===== src/rtl/ipi_pkg.sv =====
package ipi_pkg;
  localparam int VEC_W = 8;
  localparam int DEST_LSB = 24;

  localparam logic [2:0] DM_FIXED  = 3'd0;
  localparam logic [2:0] DM_LOWEST = 3'd1;

  localparam logic [3:0] FMT_FLAT    = 4'hF;
  localparam logic [3:0] FMT_CLUSTER = 4'h0;

  localparam int STATUS_BIT = 12;

  typedef enum logic [1:0] {
    SH_DEST   = 2'd0,
    SH_SELF   = 2'd1,
    SH_ALL    = 2'd2,
    SH_OTHERS = 2'd3
  } shorthand_e;

  typedef struct packed {
    shorthand_e       sh;
    logic             trig;
    logic             logical;
    logic [2:0]       mode;
    logic [VEC_W-1:0] vec;
  } cmd_t;

  function automatic cmd_t decode_lo(input logic [31:0] w);
    cmd_t c;
    c.vec     = w[7:0];
    c.mode    = w[10:8];
    c.logical = w[11];
    c.trig    = w[15];
    c.sh      = shorthand_e'(w[19:18]);
    return c;
  endfunction
endpackage


===== src/rtl/ipi_cmd_regs.sv =====
module ipi_cmd_regs
  import ipi_pkg::*;
(
  input  logic        clk_i,
  input  logic        rst_ni,
  input  logic        we_i,
  input  logic        hi_sel_i,
  input  logic [31:0] wdata_i,
  output logic [31:0] lo_q_o,
  output logic [31:0] hi_q_o,
  output logic        dispatch_o
);
  localparam logic [31:0] HI_KEEP = 32'hFF00_0000;

  always_ff @(posedge clk_i or negedge rst_ni) begin
    if (!rst_ni) begin
      lo_q_o <= '0;
      hi_q_o <= '0;
    end else if (we_i) begin
      if (hi_sel_i) hi_q_o <= wdata_i & HI_KEEP;
      else          lo_q_o <= wdata_i & ~(32'd1 << STATUS_BIT);
    end
  end

  assign dispatch_o = we_i && !hi_sel_i;

  assert_hi_masked_R1: assert property (@(posedge clk_i) disable iff (!rst_ni)
    hi_q_o[23:0] == '0);
  assert_status_zero_R2: assert property (@(posedge clk_i) disable iff (!rst_ni)
    lo_q_o[STATUS_BIT] == 1'b0);
endmodule


===== src/rtl/ipi_slot_match.sv =====
module ipi_slot_match
  import ipi_pkg::*;
#(
  parameter int ID_W = 8
) (
  input  logic            clk_i,
  input  logic            rst_ni,
  input  shorthand_e      sh_i,
  input  logic            logical_i,
  input  logic [ID_W-1:0] dest_i,
  input  logic [ID_W-1:0] id_i,
  input  logic [ID_W-1:0] lid_i,
  input  logic [3:0]      fmt_i,
  input  logic            is_src_i,
  output logic            hit_o
);
  localparam int NIB = ID_W / 2;
  localparam logic [ID_W-1:0] BCAST = '1;

  logic phys_hit, flat_hit, clus_hit, addr_hit;

  always_comb begin
    phys_hit = (dest_i == BCAST) || (dest_i == id_i);
    flat_hit = |(lid_i & dest_i);
    clus_hit = (lid_i[ID_W-1:NIB] == dest_i[ID_W-1:NIB]) &&
               (|(lid_i[NIB-1:0] & dest_i[NIB-1:0]));
    if (!logical_i)                addr_hit = phys_hit;
    else if (fmt_i == FMT_FLAT)    addr_hit = flat_hit;
    else if (fmt_i == FMT_CLUSTER) addr_hit = clus_hit;
    else                           addr_hit = 1'b0;
    unique case (sh_i)
      SH_DEST:   hit_o = addr_hit;
      SH_SELF:   hit_o = is_src_i;
      SH_ALL:    hit_o = 1'b1;
      SH_OTHERS: hit_o = !is_src_i;
      default:   hit_o = 1'b0;
    endcase
  end

  assert_self_only_R3: assert property (@(posedge clk_i) disable iff (!rst_ni)
    (sh_i == SH_SELF && !is_src_i) |-> !hit_o);
  assert_bad_fmt_R7: assert property (@(posedge clk_i) disable iff (!rst_ni)
    (sh_i == SH_DEST && logical_i && fmt_i != FMT_FLAT && fmt_i != FMT_CLUSTER) |-> !hit_o);
endmodule


===== src/rtl/ipi_deliver_sel.sv =====
module ipi_deliver_sel
  import ipi_pkg::*;
#(
  parameter int NUM_SLOTS = 4
) (
  input  logic                 clk_i,
  input  logic                 rst_ni,
  input  logic                 dispatch_i,
  input  logic [2:0]           mode_i,
  input  logic [VEC_W-1:0]     vec_i,
  input  logic                 trig_i,
  input  logic [NUM_SLOTS-1:0] hit_i,
  output logic [NUM_SLOTS-1:0] accept_o,
  output logic [VEC_W-1:0]     vec_o,
  output logic                 trig_o
);
  logic [NUM_SLOTS-1:0] top_hit, sel;

  always_comb begin
    top_hit = '0;
    for (int i = 0; i < NUM_SLOTS; i++)
      if (hit_i[i]) top_hit = NUM_SLOTS'(1) << i;
  end

  always_comb begin
    if (!dispatch_i)              sel = '0;
    else if (mode_i == DM_FIXED)  sel = hit_i;
    else if (mode_i == DM_LOWEST) sel = top_hit;
    else                          sel = '0;
  end

  always_ff @(posedge clk_i or negedge rst_ni) begin
    if (!rst_ni) begin
      accept_o <= '0;
      vec_o    <= '0;
      trig_o   <= 1'b0;
    end else begin
      accept_o <= sel;
      if (dispatch_i) begin
        vec_o  <= vec_i;
        trig_o <= trig_i;
      end
    end
  end

  assert_pulse_R2: assert property (@(posedge clk_i) disable iff (!rst_ni)
    !dispatch_i |=> accept_o == '0);
  assert_lowest_single_R9: assert property (@(posedge clk_i) disable iff (!rst_ni)
    (dispatch_i && mode_i == DM_LOWEST) |=> $onehot0(accept_o));
  assert_mode_ignored_R10: assert property (@(posedge clk_i) disable iff (!rst_ni)
    (dispatch_i && mode_i != DM_FIXED && mode_i != DM_LOWEST) |=> accept_o == '0);
  assert_fixed_all_R8: assert property (@(posedge clk_i) disable iff (!rst_ni)
    (dispatch_i && mode_i == DM_FIXED) |=> accept_o == $past(hit_i));
endmodule


===== src/rtl/ipi_dest_match.sv =====
module ipi_dest_match
  import ipi_pkg::*;
#(
  parameter int NUM_SLOTS = 4,
  parameter int ID_W      = 8,
  localparam int SRC_W    = (NUM_SLOTS > 1) ? $clog2(NUM_SLOTS) : 1
) (
  input  logic                   clk_i,
  input  logic                   rst_ni,
  input  logic                   cmd_we_i,
  input  logic                   cmd_hi_sel_i,
  input  logic [31:0]            cmd_wdata_i,
  input  logic [NUM_SLOTS*ID_W-1:0] slot_id_i,
  input  logic [NUM_SLOTS*ID_W-1:0] slot_lid_i,
  input  logic [NUM_SLOTS*4-1:0] slot_fmt_i,
  input  logic [SRC_W-1:0]       src_slot_i,
  output logic [31:0]            cmd_lo_o,
  output logic [31:0]            cmd_hi_o,
  output logic [NUM_SLOTS-1:0]   accept_o,
  output logic [VEC_W-1:0]       acc_vec_o,
  output logic                   acc_trig_o
);
  logic                 dispatch;
  cmd_t                 cmd;
  logic [ID_W-1:0]      dest;
  logic [NUM_SLOTS-1:0] hit;

  ipi_cmd_regs u_regs (
    .clk_i     (clk_i),
    .rst_ni    (rst_ni),
    .we_i      (cmd_we_i),
    .hi_sel_i  (cmd_hi_sel_i),
    .wdata_i   (cmd_wdata_i),
    .lo_q_o    (cmd_lo_o),
    .hi_q_o    (cmd_hi_o),
    .dispatch_o(dispatch)
  );

  // the dispatching word is decoded as written; destination comes from the stored high word
  assign cmd  = decode_lo(cmd_wdata_i);
  assign dest = cmd_hi_o[DEST_LSB +: ID_W];

  for (genvar g = 0; g < NUM_SLOTS; g++) begin : g_slot
    ipi_slot_match #(.ID_W(ID_W)) u_match (
      .clk_i    (clk_i),
      .rst_ni   (rst_ni),
      .sh_i     (cmd.sh),
      .logical_i(cmd.logical),
      .dest_i   (dest),
      .id_i     (slot_id_i[g*ID_W +: ID_W]),
      .lid_i    (slot_lid_i[g*ID_W +: ID_W]),
      .fmt_i    (slot_fmt_i[g*4 +: 4]),
      .is_src_i (src_slot_i == SRC_W'(g)),
      .hit_o    (hit[g])
    );
  end

  ipi_deliver_sel #(.NUM_SLOTS(NUM_SLOTS)) u_sel (
    .clk_i     (clk_i),
    .rst_ni    (rst_ni),
    .dispatch_i(dispatch),
    .mode_i    (cmd.mode),
    .vec_i     (cmd.vec),
    .trig_i    (cmd.trig),
    .hit_i     (hit),
    .accept_o  (accept_o),
    .vec_o     (acc_vec_o),
    .trig_o    (acc_trig_o)
  );
endmodule


===== config.mk =====
export PLATFORM = sky130hd
export DESIGN_NAME = ipi_dest_match
export DESIGN_NICKNAME = d
export VERILOG_FILES = /design/src/rtl/ipi_pkg.sv /design/src/rtl/ipi_cmd_regs.sv /design/src/rtl/ipi_slot_match.sv /design/src/rtl/ipi_deliver_sel.sv /design/src/rtl/ipi_dest_match.sv
export SDC_FILE = /design/constraint.sdc
export NUM_CORES = 1
export LEC_CHECK = 0
export BUFFER_PORTS_ARGS = -buffer_cell sky130_fd_sc_hd__buf_4
export CAP_MARGIN = 25
export CORE_MARGIN = 2
export CORE_UTILIZATION = 42
export CTS_CLUSTER_SIZE = 20
export DETAILED_ROUTE_END_ITERATION = 7
export PLACE_DENSITY = 0.79
export SYNTH_ARGS = -nofsm -noshare
export SYNTH_HDL_FRONTEND = slang
export SYNTH_SLANG_ARGS = --single-unit

===== constraint.sdc =====
create_clock -name clk_i -period 2.4 [get_ports clk_i]
set_clock_uncertainty 0.15 [all_clocks]
set_input_delay 0.24 -clock clk_i [delete_from_list [all_inputs] [get_ports clk_i]]
set_output_delay 0.24 -clock clk_i [all_outputs]
set_load 0.05 [all_outputs]

# Word-level counts from Yosys, hierarchy flattened
# Cells that the tools add are included.
dict set report classes {
  reduce_logical 31
  n_mux 23
  bitwise_logic 9
  n_eq_ne 20
}
# op n
set ops {}
lappend ops {{AND 8 bit} 4}
lappend ops {{equality test 8 bit} 4}
lappend ops {{OR reduction 8 bit} 4}
lappend ops {{two-way mux 4 bit} 6}
lappend ops {{AND 4 bit} 4}
lappend ops {{equality test 4 bit} 4}
lappend ops {{equality test 4 bit (second input constant)} 4}
lappend ops {{zero test 4 bit} 4}
lappend ops {{one-hot mux 1 bit (4 select lines)} 4}
lappend ops {{OR reduction 4 bit} 4}
lappend ops {{two-way mux 1 bit} 13}
lappend ops {{equality test 2 bit (second input constant)} 4}
lappend ops {{equality test 8 bit (second input constant)} 1}
lappend ops {{logical AND 1 bit} 5}
lappend ops {{zero test 1 bit} 5}
lappend ops {{equality test 2 x 1 -> 1 bit (second input constant)} 2}
lappend ops {{zero test 2 bit} 2}
lappend ops {{logical OR 1 bit} 4}
lappend ops {{AND reduction 2 bit} 2}
lappend ops {{equality test 3 x 1 -> 1 bit (second input constant)} 1}
lappend ops {{zero test 3 bit} 1}
lappend ops {{NOT 1 bit} 1}
dict set report totals {
  ff_bits 52
  out_inout_bits 77
  word_cells 88
}

# Longest topological paths before layout
# Gate-level depths: netlist of the first run.
dict set report depth {
  depth_word 14
  ltp_mapped 7
  ltp_nobuf 7
}

# Hierarchy
# A second synthesis of the first run with hierarchy kept.
dict set report hier_totals {
  cells_unflattened 277
  hier_area_um2 3357.0
}
# module seq_area_each_um2 cells_each instances area_per_inst_um2
set modules_own_cells {}
lappend modules_own_cells {ipi_cmd_regs 975.9 110 1 1770.4}
lappend modules_own_cells {ipi_slot_match 0.0 33 4 265.3}
lappend modules_own_cells {ipi_deliver_sel 325.3 31 1 499.2}
lappend modules_own_cells {ipi_dest_match 0.0 4 1 26.3}

# Worst setup path before layout of the first run
# Ideal clock, no wire load.
dict set report synth_path {
  path_type {register to register}
  startpoint {register u_regs.hi_q_o[28]}
  endpoint {register u_sel.accept_o[0]}
  path_stages_with_launch 8
  t_arrival_ns 2.175
  path_slack_ns -0.060
  synth_period_minus_slack_ns 2.460
  required_time_ns 2.115
  cell_sequence {dfrtp_1 -> ha_1 -> or4_1 -> a211oi_1 -> a211oi_1 -> a211o_1 -> nand2b_4 -> a2111oi_4}
}
dict set report synth_between {
  elab_chain_len 13
}
# element line_no
set synth_rtl {}
lappend synth_rtl {{from (decl)} ipi_cmd_regs.sv:10} ;# output logic [31:0] hi_q_o,
lappend synth_rtl {{from (signal assigned)} ipi_cmd_regs.sv:20} ;# if (hi_sel_i) hi_q_o <= wdata_i & HI_KEEP;
lappend synth_rtl {{equality test 4 bit} ipi_slot_match.sv:25} ;# clus_hit = (lid_i[ID_W-1:NIB] == dest_i[ID_W-1:NIB]) &&
lappend synth_rtl {{logical AND 1 bit} ipi_slot_match.sv:25}
lappend synth_rtl {{two-way mux 1 bit} ipi_slot_match.sv:29} ;# else if (fmt_i == FMT_CLUSTER) addr_hit = clus_hit;
lappend synth_rtl {{two-way mux 1 bit} ipi_slot_match.sv:28} ;# else if (fmt_i == FMT_FLAT) addr_hit = flat_hit;
lappend synth_rtl {{two-way mux 1 bit} ipi_slot_match.sv:27} ;# if (!logical_i) addr_hit = phys_hit;
lappend synth_rtl {{one-hot mux 1 bit (4 select lines)} ipi_slot_match.sv:31} ;# unique case (sh_i)
lappend synth_rtl {{two-way mux 1 bit} ipi_deliver_sel.sv:22} ;# if (hit_i[i]) top_hit = NUM_SLOTS'(1) << i;
lappend synth_rtl {{two-way mux 4 bit (3 in series)} ipi_deliver_sel.sv:22}
lappend synth_rtl {{two-way mux 4 bit} ipi_deliver_sel.sv:28} ;# else if (mode_i == DM_LOWEST) sel = top_hit;
lappend synth_rtl {{two-way mux 4 bit *} ipi_deliver_sel.sv:27} ;# else if (mode_i == DM_FIXED) sel = hit_i;
lappend synth_rtl {{two-way mux 4 bit *} ipi_deliver_sel.sv:26} ;# if (!dispatch_i) sel = '0;
lappend synth_rtl {{via u_sel.sel[0]} ipi_deliver_sel.sv:17} ;# logic [NUM_SLOTS-1:0] top_hit, sel;
lappend synth_rtl {{to (signal assigned)} ipi_deliver_sel.sv:38} ;# accept_o <= sel;
lappend synth_rtl {{to (decl)} ipi_deliver_sel.sv:13} ;# output logic [NUM_SLOTS-1:0] accept_o,
# Mark *: on every way through the listed nets, which the timed path passes. The rest lies on a longest branch.
# A chain may end at the register's enable or synchronous reset.

# Final worst setup path of the first run
# Same ends and word-level chain as after synthesis.

==> metrics.txt, run 1 <==
drt pass-1 iters 4; RSZ-0062 raised after global routing no; DRC violations left 0; Synth Cell Area 0.002907 mm2; setup violators final 0; Max FO, Critical Path 6; HPWL after DPL 6658 um; share of layout cells above drive strength 1 0.5613; worst skew pair latency 0.29 ns; fmax 438.8 MHz; final period utilization 0.9495; Critical Path Slowest Stage Cell or4_1; H-tree depth 2; yosys synthesis warning count 0; first-pass GRT wire length roughly 12,000 um; CP max stage delay 0.51 ns; sequential area share after synthesis 0.3702; Finished Layout Cells slightly above 500; I/O Buffers 168; diode count 0; Clock Path Buffers 2; Initial Utilization 0.4302; Worst Setup Start Kind flip-flop; Yosys reg bits 43; commonest non-fill, non-tap cell in the layout buf_4; largest net degree at the start of global routing 44; Crit Reg-Reg Startpoint u_regs.hi_q_o[28]; Inst Count DP 495; multi-input combinational cell area 0.001597 mm2; CP bufs+invs 0; vias per std cell roughly 5; GP Congestion 0.8383; # fillers 550; cell depth of the worst hold path 2; crit path launch u_regs.hi_q_o[28]; grt total ovfl 0; Post-DRT Antenna Nets 0; Syn Inst Count about 260; clk sinks 43; most frequent CP cell a211oi_2; wire per inst 15.85 um; total power 2785 uW; placed cell area 0.004098 mm2; area of the core 0.006756 mm2; CP Cell Sequence ha_1 > or4_1 > a211oi_2 > a211oi_2 > a211o_1 > nand2b_4 > a2111oi_4; Hold Path Class in2reg; CTS Buf Count 5; Chip Height between 80 and 90 um; Max Cap Viol 0; die width 87.19 um; static leakage 0.002082 uW; Area Overhead vs Synth 45.54%; root buf cell clkbuf_8; most frequent cells in the layout buf_4 (177), dfrtp_1 (41), mux2_2 (39), xor2_1 (34), conb_1 (25); vias in the first global route 2,613; delay-heaviest family, CP compound AO/OA/AOI/OAI gates; Vias 2,523; Synth cell types 39; outcome finished, final reports clean; Reg area 0.001079 mm2; post-CTS setup buffers 0; setup TNS 0 ns; Synth Area per Inst 11.14 um2; final hold violations 0; WL final about 8000 um; CTS tree built; Clk pin slew, worst setup/hold paths roughly 0.090 ns; initial drt markers 35; die outline area around 0.0076 mm2; Most used DFF post-synth dfrtp_1; HP Start cmd_wdata_i[14]; Post-synth EDFFs 0; crit path DAT 2.29 ns; min Tclk post-route roughly 2.3 ns; Critical Path Sink Type flip-flop; Levels on crit path 7; max_slew headroom 0.6339; initial antenna violation count 0; fin util 0.6261; Global Route Usage Sum 0.2008; CP Data Required Time roughly 2.4 ns; max-slew violations 0; R2R depth 7; actual slew at the worst max-slew pin 0.5491 ns; Design Area, Final between 0.004 and 0.005 mm2; Peak supply drop 454.7 uV; I/O pins 195; Synth async-reset ratio 1.000; P per Cell Area 658.4 mW/mm2; # rows 30; kind of critical path reg2reg; fin nets 557
-- worst paths after layout --
kind                                endpoint  slack, ns
max in group asynchronous  u_regs.hi_q_o[31]       1.34
hold reg to reg            u_regs.lo_q_o[26]       0.36
hold / removal             u_regs.lo_q_o[14]       0.02
setup reg to reg           u_sel.accept_o[0]       0.12
min in group asynchronous     u_sel.vec_o[2]       0.35
setup / recovery           u_sel.accept_o[0]       0.12
-- per-stage QoR --
step           setup slack [ns]  hold slack, ns
2_1_floorplan           0.04470         -0.2056
3_3_place_gp             0.1535          0.1096
3_5_place_dp             0.1028          0.1176
4_1_cts                 0.08543         0.01654
5_1_grt                 0.01349        0.003441
6_report                 0.1212         0.02244
-- kinds of logic after synthesis --
group                    share of synthesized area
XOR/XNOR                                    0.1055
flip-flops                                  0.3702
other                                     0.001290
AO/OA/AOI/OAI                              0.08437
adder cells (fa/ha/maj)                    0.06888
multiplexers                                0.1511
buffers and inverters                       0.1158
AND/OR/NAND/NOR                             0.1029
-- Yosys cell counts (2+ instances only) --
master	n	area share
a22oi_2	2	0.0086
nor4_1	16	0.034
or3_1	3	0.0065
nand4_1	5	0.011
nor2_1	4	0.0052
buf_2	5	0.0086
nor2b_1	3	0.0065
buf_6	2	0.0077
a211oi_1	2	0.0052
buf_1	3	0.0039
nand3_1	3	0.0052
nand2_1	9	0.012
a22oi_1	6	0.015
buf_4	36	0.093
ha_1	16	0.069
xor2_1	34	0.10
a21oi_1	5	0.0086
o21ai_0	3	0.0052
or4_1	3	0.0077
a31oi_1	2	0.0043
dfrtp_1	43	0.37
mux2_2	39	0.15
-- sequential cells by signal, indices dropped and copies added, names as in the netlist --
name and cells:
u_regs.hi_q_o 8, u_regs.lo_q_o 24, u_sel.vec_o 7, u_sel.accept_o 4
-- power by group --
part           leakage [uW]  switching (uW)  internal [uW]
sequential         0.000511             104            823
combinational       0.00151             808            489
clock             0.0000581             252            310
-- metal layers --
metal | GRT usage | share of wire | vias to the layer above
li1 | - | - | 1210
met1 | 0.2418 | 0.40 | 1201
met2 | 0.3699 | 0.52 | 107
met3 | 0.03981 | 0.073 | 5
met4 | 0.04196 | 0.0066 | 0
met5 | 0 | 0 | -
-- area by class of cell --
cell class | instances | area share
clock buffers | 5 | 0.01627
inverters | 1 | 0.0008873
flip-flops and latches | 43 | 0.2550
clock inverters | 3 | 0.01035
repair buffers | 178 | 0.3165
well taps | 80 | 0.02366
multi-input cells | 194 | 0.3774
-- repair_timing --
action,in CTS,in global routing
endpoints found under the setup margin,0,1
endpoints found under the hold margin,43,0
resized for setup,0,2
hold buffers,1,0
Note: power is estimated with default switching activity, not from simulation.
==> run 2, diff against run 1 <==
CORE_UTILIZATION = 38   (was 42)
PLACE_DENSITY = 0.75   (was 0.79)
clock period = 1.95 ns   (was 2.4 ns; I/O delays follow)
==> metrics.txt, run 2 (synthesized netlist as in run 1, its figures left out) <==
outcome complete, but fails checks; violated checks setup timing; largest net degree at the start of global routing 44 (unchanged); HPWL after DPL 7177 um (+7.8%); vias in the first global route 2,949 (+13%); static leakage 0.002296 uW (+10%); worst reg-to-reg setup slack -0.26 ns (-0.38 ns); Biggest register u_regs.lo_q_o; CTS tree built; Global Route Usage Sum 0.2110 (+0.01016); Clock Path Buffers 2 (unchanged); Hold Path Class in2reg; Largest register FFs 24 (unchanged); Design Area, Final 0.004737 mm2 (+12%); Chip Height 91.46 um (+4.9%); initial drt markers 86 (+150%); Critical Path Sink Type flip-flop; drt pass-1 iters 4 (unchanged); grt total ovfl 0 (unchanged); die outline area 0.008364 mm2 (+10%); # fillers 602 (+9.5%); max_slew headroom 0.6406 (+0.006638); vias per std cell 4.790 (-4.3%); Worst Setup Start Kind flip-flop; DRC violations left 0 (unchanged); fin nets 603 (+8.3%); placed cell area 0.004305 mm2 (+5.1%); # rows 31 (+3.3%); Reg area 0.001082 mm2 (+0.35%); Finished Layout Cells 568 (+13%); actual slew at the worst max-slew pin 0.5391 ns (-0.009958 ns); Inst Count DP 533 (+7.7%); Hold Path Sink u_regs.lo_q_o[8]; initial antenna violation count 0 (unchanged); crit path DAT 2.22 ns (-0.07 ns); Vias 2,721 (+7.8%); reg2reg end u_sel.accept_o[0]; die width 91.46 um (+4.9%); I/O Buffers 168 (unchanged); I/O pins 195 (unchanged); total power 3581 uW (+29%); Max FO, Critical Path 5 (-1); R2R depth 7 (unchanged); first-pass GRT wire length 14,200 um (+17%); max-slew violations 0 (unchanged); Max Cap Viol 0 (unchanged); diode count 0 (unchanged); kind of critical path reg2reg; multi-input combinational cell area 0.001667 mm2 (+4.4%); commonest non-fill, non-tap cell in the layout buf_4; Clk pin slew, worst setup/hold paths 0.08 ns (about the same); WL final 8896 um (+11%); P per Cell Area 755.9 mW/mm2 (+15%); final hold violations 0 (unchanged); fin util 0.6462 (+0.02007); GP Congestion 0.9459 (+13%); Largest regs u_regs.lo_q_o: 24 flops, u_regs.hi_q_o: 8 flops, u_sel.vec_o: 7 flops; area of the core 0.007331 mm2 (+8.5%); Setup WS post-layout -0.2625 ns (-0.3837 ns); Initial Utilization 0.3965 (-0.03370); min Tclk post-route 2.212 ns (-0.06631 ns); RSZ-0062 raised after global routing yes; worst skew pair latency 0.28 ns (about the same); CTS Buf Count 5 (unchanged); CP Data Required Time 1.96 ns (-0.45 ns); HP Start cmd_wdata_i[8]; Area Overhead vs Synth 62.98%; setup violators final 4 (+4); Peak supply drop 560.7 uV (+23%); most frequent cells in the layout buf_4 (198), mux2_2 (39), dfrtp_1 (38), xor2_1 (34), conb_1 (25); root buf cell clkbuf_8; H-tree depth 2 (unchanged); clk sinks 43 (unchanged); Post-DRT Antenna Nets 0 (unchanged); fmax 452.0 MHz (+3.0%); cell depth of the worst hold path 2 (unchanged); wire per inst 15.66 um (-1.2%); Crit Reg-Reg Startpoint u_regs.hi_q_o[28]; share of layout cells above drive strength 1 0.5736 (+0.01224); final period utilization 1.135 (+0.1851)
[run 2: cell type report]
type / count / share of cell area
Timing Repair Buffer: 224 / 0.3711
Multi-Input combinational cell: 194 / 0.3518
Sequential cell: 43 / 0.2285
Tap cell: 99 / 0.02615
Clock buffer: 6 / 0.01532
Clock inverter: 1 / 0.006339
Inverter: 1 / 0.0007924
[run 2: per-stage QoR]
stage	hold WS (ns)	TNS [ns]	setup slack, ns
5_1_grt	0.000004136	-1.118	-0.3360
4_1_cts	0.0007695	-0.6274	-0.2526
6_report	0.01132	-0.7357	-0.2625
2_1_floorplan	-0.2506	-0.6985	-0.2995
3_5_place_dp	0.07168	-0.7300	-0.2824
3_3_place_gp	0.06783	-0.6467	-0.2219
[run 2: worst max-delay path by stage]
| stage | start | endpoint | slack (ns) | cells past startpoint |
|---|---|---|---|---|
| 3_5_place_dp | u_regs.hi_q_o[31] | u_sel.accept_o[0] | -0.28 | 7 |
| 3_3_place_gp | u_regs.hi_q_o[28] | u_sel.accept_o[0] | -0.22 | 7 |
| 6_report | u_regs.hi_q_o[28] | u_sel.accept_o[0] | -0.26 | 7 |
| 4_1_cts | u_regs.hi_q_o[28] | u_sel.accept_o[0] | -0.25 | 7 |
| 2_1_floorplan | u_regs.hi_q_o[28] | u_sel.accept_o[0] | -0.30 | 7 |
| 5_1_grt | u_regs.hi_q_o[30] | u_sel.accept_o[0] | -0.34 | 7 |
[run 2: worst max-delay path, stage by stage (launching register included)]
cell and delay [ns]:
dfrtp_2 0.47, ha_4 0.25, or4_4 0.50, a211oi_2 0.20, a211oi_2 0.07, a211o_1 0.29, nand2b_4 0.10, a2111oi_4 0.06
[run 2: power breakdown]
group | switching, uW | leakage (uW) | internal (uW)
registers | 109 | 0.000508 | 1010
logic | 1070 | 0.00174 | 726
clock network | 285 | 0.0000513 | 375
total | 1460 | 0.00230 | 2120
[run 2: layer usage]
layer / share of wire / global-route usage
met1: 0.38 / 0.2452
met2: 0.53 / 0.3848
met3: 0.083 / 0.05311
met4: 0.015 / 0.05177
met5: 0 / 0
[run 2: repair_timing]
action                     4_1_cts  5_1_grt
setup endpoints to repair        4        4
pin swaps                        2        5
buffers inserted                 0        4
hold buffers                    21        3
gates resized for setup          3        7
hold endpoints to repair        66        3
